===== config.mk =====
export PLATFORM = sky130hd
export DESIGN_NAME = sdram_dq_turnaround
export DESIGN_NICKNAME = d
export VERILOG_FILES = /design/src/rtl/sdtat_pkg.sv /design/src/rtl/sdtat_rd_window.sv /design/src/rtl/sdtat_wr_burst.sv /design/src/rtl/sdram_dq_turnaround.sv
export SDC_FILE = /design/constraint.sdc
export NUM_CORES = 1
export LEC_CHECK = 0
export BUFFER_PORTS_ARGS = -buffer_cell sky130_fd_sc_hd__buf_4
export CAP_MARGIN = 20
export CORE_UTILIZATION = 30
export DETAILED_ROUTE_END_ITERATION = 8
export PLACE_DENSITY = 0.54
export SYNTH_ARGS = -nofsm -noshare
export SYNTH_HDL_FRONTEND = slang
export SYNTH_SLANG_ARGS = --single-unit

===== constraint.sdc =====
create_clock -name clk -period 2.5 [get_ports clk]
set_clock_uncertainty 0.2 [all_clocks]
set_input_delay 0.5 -clock clk [delete_from_list [all_inputs] [get_ports clk]]
set_output_delay 0.5 -clock clk [all_outputs]
set_load 0.05 [all_outputs]

===== src/rtl/sdtat_pkg.sv =====
package sdtat_pkg;
    // How a write that meets in-flight read data is handled.
    typedef enum logic [1:0] {
        POL_WAIT = 2'd0,
        POL_TERM = 2'd1,
        POL_MASK = 2'd2,
        POL_RSVD = 2'd3
    } policy_e;

    // Smallest selectable CAS latency; the select bit adds to it.
    localparam int unsigned CL_BASE = 2;
endpackage


===== src/rtl/sdtat_rd_window.sv =====
// Read-arrival window: one bit per future bus cycle. Bit k set means a read
// word will be on the bus k cycles from now. The register shifts by one each
// cycle. A read command loads its burst at offsets CL..CL+BL-1. Cancel clears
// every word at an offset of CL or more.
// Assumes cl_i and bl_i stay stable while words are pending.
module sdtat_rd_window #(
    parameter int OCC_W = 11,
    parameter int LAT_W = 2,
    parameter int CNT_W = 4
) (
    input  logic             clk,
    input  logic             rst_n,
    input  logic             load_i,
    input  logic             cancel_i,
    input  logic [LAT_W-1:0] cl_i,
    input  logic [CNT_W-1:0] bl_i,
    output logic [OCC_W-1:0] occ_o
);
    logic [OCC_W-1:0] occ_q, keep, occ_d;

    // Next window: drop cancelled words, advance one cycle, add a new burst.
    always_comb begin
        for (int i = 0; i < OCC_W; i++) begin
            keep[i] = occ_q[i] & ~(cancel_i & (i >= int'(cl_i)));
        end
        occ_d = {1'b0, keep[OCC_W-1:1]};
        for (int i = 0; i < OCC_W; i++) begin
            if (load_i && (i + 1 >= int'(cl_i)) && (i + 1 < int'(cl_i) + int'(bl_i)))
                occ_d[i] = 1'b1;
        end
    end

    // Window register.
    always_ff @(posedge clk) begin
        if (!rst_n) occ_q <= '0;
        else        occ_q <= occ_d;
    end

    assign occ_o = occ_q;
endmodule


===== src/rtl/sdtat_wr_burst.sv =====
// Write burst counter. start_i marks the cycle of the write command, which
// carries the first word. busy_o is high while later words of the burst are
// still to be driven. Assumes words_i >= 1.
module sdtat_wr_burst #(
    parameter int CNT_W = 4
) (
    input  logic             clk,
    input  logic             rst_n,
    input  logic             start_i,
    input  logic [CNT_W-1:0] words_i,
    output logic             busy_o
);
    logic [CNT_W-1:0] left_q;

    // Count down the words that remain after the current cycle.
    always_ff @(posedge clk) begin
        if (!rst_n)            left_q <= '0;
        else if (start_i)      left_q <= words_i - CNT_W'(1);
        else if (left_q != '0) left_q <= left_q - CNT_W'(1);
    end

    assign busy_o = (left_q != '0);
endmodule


===== src/rtl/sdram_dq_turnaround.sv =====
// Data bus turnaround scheduler for an SDRAM data bus. It accepts read and
// write requests, times the arrival of read words, drives the output enable
// for write bursts, and settles read/write overlap by waiting, by burst
// terminate, or by masking, as the policy input selects.
// Assumes the configuration inputs change only while the bus is idle, and
// that each request is held until it is acknowledged.
module sdram_dq_turnaround
    import sdtat_pkg::*;
#(
    parameter int CL_MAX    = 3,
    parameter int BL_CODE_W = 2
) (
    input  logic       clk,
    input  logic       rst_n,
    input  logic       cas_sel,
    input  logic [1:0] burst_code,
    input  logic [1:0] policy,
    input  logic       rd_req,
    input  logic       wr_req,
    output logic       rd_ack,
    output logic       wr_ack,
    output logic       bst_cmd,
    output logic       rd_valid,
    output logic       dq_oe,
    output logic       dq_mask
);
    localparam int BL_MAX = 1 << ((1 << BL_CODE_W) - 1);
    localparam int OCC_W  = CL_MAX + BL_MAX;
    localparam int LAT_W  = $clog2(CL_MAX + 1);
    localparam int CNT_W  = $clog2(BL_MAX + 1);

    policy_e          pol;
    logic [LAT_W-1:0] cl_cyc;
    logic [CNT_W-1:0] bl_words;
    logic [OCC_W-1:0] occ, late_sel;
    logic             occ_any, occ_late, occ_after;
    logic             wr_busy, masking, mask_now, drv_now, bus_clear;
    logic             drv_prev_q, mask_hold_q;

    // Decode the configuration inputs.
    always_comb begin
        pol      = policy_e'(policy);
        cl_cyc   = LAT_W'(CL_BASE) + LAT_W'(cas_sel);
        bl_words = CNT_W'(1) << burst_code;
    end

    // Select the window bits at offsets a burst terminate would cancel.
    always_comb begin
        for (int i = 0; i < OCC_W; i++) late_sel[i] = (i >= int'(cl_cyc));
    end

    // Summarise the read window.
    assign occ_any   = |occ;
    assign occ_late  = |(occ & late_sel);
    assign occ_after = |occ[OCC_W-1:1];

    // Decide masking, device drive and command issue for this cycle.
    always_comb begin
        masking   = (pol == POL_MASK) & (wr_req | mask_hold_q);
        mask_now  = masking & occ[0];
        drv_now   = occ[0] & ~mask_now;
        bus_clear = (pol == POL_MASK) ? 1'b1 : ~occ_any;
        wr_ack    = wr_req & ~wr_busy & ~drv_now & ~drv_prev_q & bus_clear;
        bst_cmd   = (pol == POL_TERM) & wr_req & ~wr_busy & occ_late;
        rd_ack    = rd_req & ~wr_req & ~wr_busy & ~mask_hold_q;
    end

    // Remember last cycle's device drive, and keep masking until reads drain.
    always_ff @(posedge clk) begin
        if (!rst_n) begin
            drv_prev_q  <= 1'b0;
            mask_hold_q <= 1'b0;
        end else begin
            drv_prev_q  <= drv_now;
            mask_hold_q <= masking & occ_after;
        end
    end

    sdtat_rd_window #(
        .OCC_W (OCC_W),
        .LAT_W (LAT_W),
        .CNT_W (CNT_W)
    ) u_rd_window (
        .clk      (clk),
        .rst_n    (rst_n),
        .load_i   (rd_ack),
        .cancel_i (bst_cmd),
        .cl_i     (cl_cyc),
        .bl_i     (bl_words),
        .occ_o    (occ)
    );

    sdtat_wr_burst #(
        .CNT_W (CNT_W)
    ) u_wr_burst (
        .clk     (clk),
        .rst_n   (rst_n),
        .start_i (wr_ack),
        .words_i (bl_words),
        .busy_o  (wr_busy)
    );

    assign rd_valid = drv_now;
    assign dq_mask  = mask_now;
    assign dq_oe    = wr_ack | wr_busy;
endmodule


==> impl_metrics.ini <==
[sta]
hold_violations = 0
max_freq_mhz = 411.3
max-slew-margin-rel_pct = 78.29
whs_ns = 0.2851
drv_slew = 0
finalCritPeriodShare_pct = 97.25
tns_ns = 0
rsz0062_at_grt = true
fin_ws_ns = 0.06871
setup-violations-final = 0
finalCriticalPeriod_ns = 2.431
worst_slew_pin_slew_ns = 0.3230

[power]
p_seq_share_pct = 38.0
vdd_drop_max_v = 0.0003306
pwr-share-comb_pct = 46.1
clock_power_share_pct = 15.9
powerDensity_nw_per_um2 = 793.9
p_sw_mw = 0.3643
power_leakage_nw = 0.4841
p_sw_share_pct = 39.61
p_total_mw = 0.9198
cellInternalPower_mw = 0.5554

[synth]
synth_cells = 110
yosysSeqAreaShare_pct = 35.93
synth-edff-count = 0
synth.distinct_cells = 36
syn_nets = 122
yosysTopAreaCell = dfxtp_1
synth_xor_area_share_pct = 0.9247
yosys_warnings = 0
synth_mux_area_share_pct = 0
synth_compound_area_share_pct = 20.08
synthAdderAreaFrac_pct = 3.963
synthArstFlopShare_pct = 0
synth_area_um2 = 947.2
ys_ff_latch = 17
synth-simple-area-share_pct = 32.36
synth_top_flop_cell = dfxtp_1
synth.avg_cell_area_um2 = 8.611
synthTopCellsByArea = dfxtp_1 (36%), nor2b_1 (6.6%), o21ai_0 (4.2%)
synth_top_family_by_area = simple AND/OR/NAND/NOR gates
netlist.area_leader.share_pct = 35.93

[final_layout]
drive_above_1_share_pct = 25.98
stdcell_count = 171
fin_area_um2 = 1159
area_growth_pct = 22.32
mostFrequentLayoutCell = dfxtp_1
num_antenna_cells = 0
final_util_pct = 38.26
final_cell_mix = dfxtp_1 (17), buf_4 (16), nor2b_1 (10)
final_nets = 140

[critical_path]
startpoint_type = flop
cp_data_required_time_ns = 1.80
crit_path_max_incr_delay_ns = 0.57
worstPathArrival_ns = 1.73
end_kind = primary output
crit_type = reg -> out
cp_max_fo = 5
slowest_stage = or4_4
crit_chain = or4_4 -> nor3_2 -> buf_6

[die]
dieWidth_um = 58.19
rows = 20
core_area_um2 = 3028
start_util_pct = 31.28
fp.dieH_um = 58.19
fp.dieArea_um2 = 3386
num_io_pins = 15

[clocking]
ctsHoldBuffers = 0
cts.sinks = 17
numCtsBuffers = 3
cts-htree-levels = 1
post-cts-setup-buffer-count = 0
cts_tree = built
clk_pin_slew_ns = 0.10
clk_latency_ns = 0.29
root_buffer = clkbuf_4
clk_path_buf_depth = 2

[route]
ant_nets = 0
vias = 862
routed_via_density = 5.041
post_drt_wl_per_cell_um = 12.62
drtIter0Drc = 25
drt_pass1_iterations = 4
wl_um = 2158
drcViolationCount = 0

[placed_design]
placed_cells = 167
place_hpwl_um = 1654
place_congestion = 0.7837
place_area_um2 = 1094
pre_cts_slack_ns = 0.03027
io_buffers = 14

[global_route]
grt_antenna_before_repair = 0
gr-total-overflow = 0
grt_max_degree = 17
grt_pass1_wl_um = 3705
grt_pass1_vias = 812
grt_use_total_pct = 14.31

[status]
status = finished clean

[hold_path]
hp-class = reg -> reg

[flow_run]
maxCapViolations = 0
==> cell usage after synthesis (all sizes together), types with 2 or more instances <==
| cell type | instances |
|---|---|
| a21oi | 5 |
| o21bai | 2 |
| o21ai | 8 |
| nand2b | 4 |
| nand2 | 8 |
| nor2 | 7 |
| and3 | 3 |
| nor2b | 10 |
| nor4 | 3 |
| a21boi | 2 |
| ha | 3 |
| a32oi | 2 |
| a22oi | 4 |
| dfxtp | 17 |
| o311a | 2 |
| inv | 4 |
| nor3 | 5 |
| clkbuf | 3 |
| or4 | 3 |
| and2 | 4 |
==> critical path, delay by kind of cell (launching register included) <==
family | cells | cell delay, ns
AND/OR/NAND/NOR | 2 | 0.86
flip-flops | 1 | 0.38
buffers and inverters | 1 | 0.20
==> kinds of logic (layout without fill, tap and decap cells) <==
group,count (synthesis),in the layout
compound gates,28,28
fa+ha+maj,3,3
buf+inv,9,26
simple gates,52,52
xor+xnor,1,1
flops,17,17
==> layout make-up <==
class	count	area (um^2)
Clock buffer	4	26.28
Sequential cell	17	340.3
Inverter	4	15.01
Tap cell	44	55.05
Multi-Input combinational cell	84	579.3
Fill cell	320	1869
Timing Repair Buffer	18	142.6
==> layer usage <==
metal	track usage, %	wire [um]	up-vias	share of wire [%]
li1	-	-	436	-
met1	19.29	1037	402	48
met2	22.82	1021	19	47
met3	2.679	70	5	3.2
met4	5.102	29	0	1.3
met5	0	0	-	0
==> timing repair <==
item	in CTS	in global routing
endpoints found under the setup margin	3	3
pin swaps	1	0
gates resized for setup	3	4
==> power by group through the flow <==
stage                     logic (mW)  clock network (mW)  registers [mW]
after floorplan                0.296                   0           0.333
after global placement         0.391                   0           0.341
after detailed placement       0.392                   0           0.342
after CTS                      0.400               0.152           0.340
after global routing           0.463               0.164           0.355
final                          0.424               0.147           0.349
==> flip-flops by register name, summed over array words and instances, names as in the netlist <==
name / count
u_rd_window.occ_o: 11
u_wr_burst.left_q: 4
drv_prev_q: 1
mask_hold_q: 1
==> worst paths after layout <==
| path | from | end | slack (ns) | depth (start not counted) |
|---|---|---|---|---|
| max | u_wr_burst.left_q[0]$_SDFFE_PN0P_ | wr_ack | 0.07 | 3 |
| min | u_rd_window.occ_o[8]$_SDFF_PN0_ | u_rd_window.occ_o[7]$_SDFF_PN0_ | 0.29 | 2 |
| max reg2reg | u_rd_window.occ_o[6]$_SDFF_PN0_ | u_wr_burst.left_q[2]$_SDFFE_PN0P_ | 0.14 | 10 |
| min reg2reg | u_rd_window.occ_o[8]$_SDFF_PN0_ | u_rd_window.occ_o[7]$_SDFF_PN0_ | 0.29 | 2 |
(Power assumes the default switching activity.)
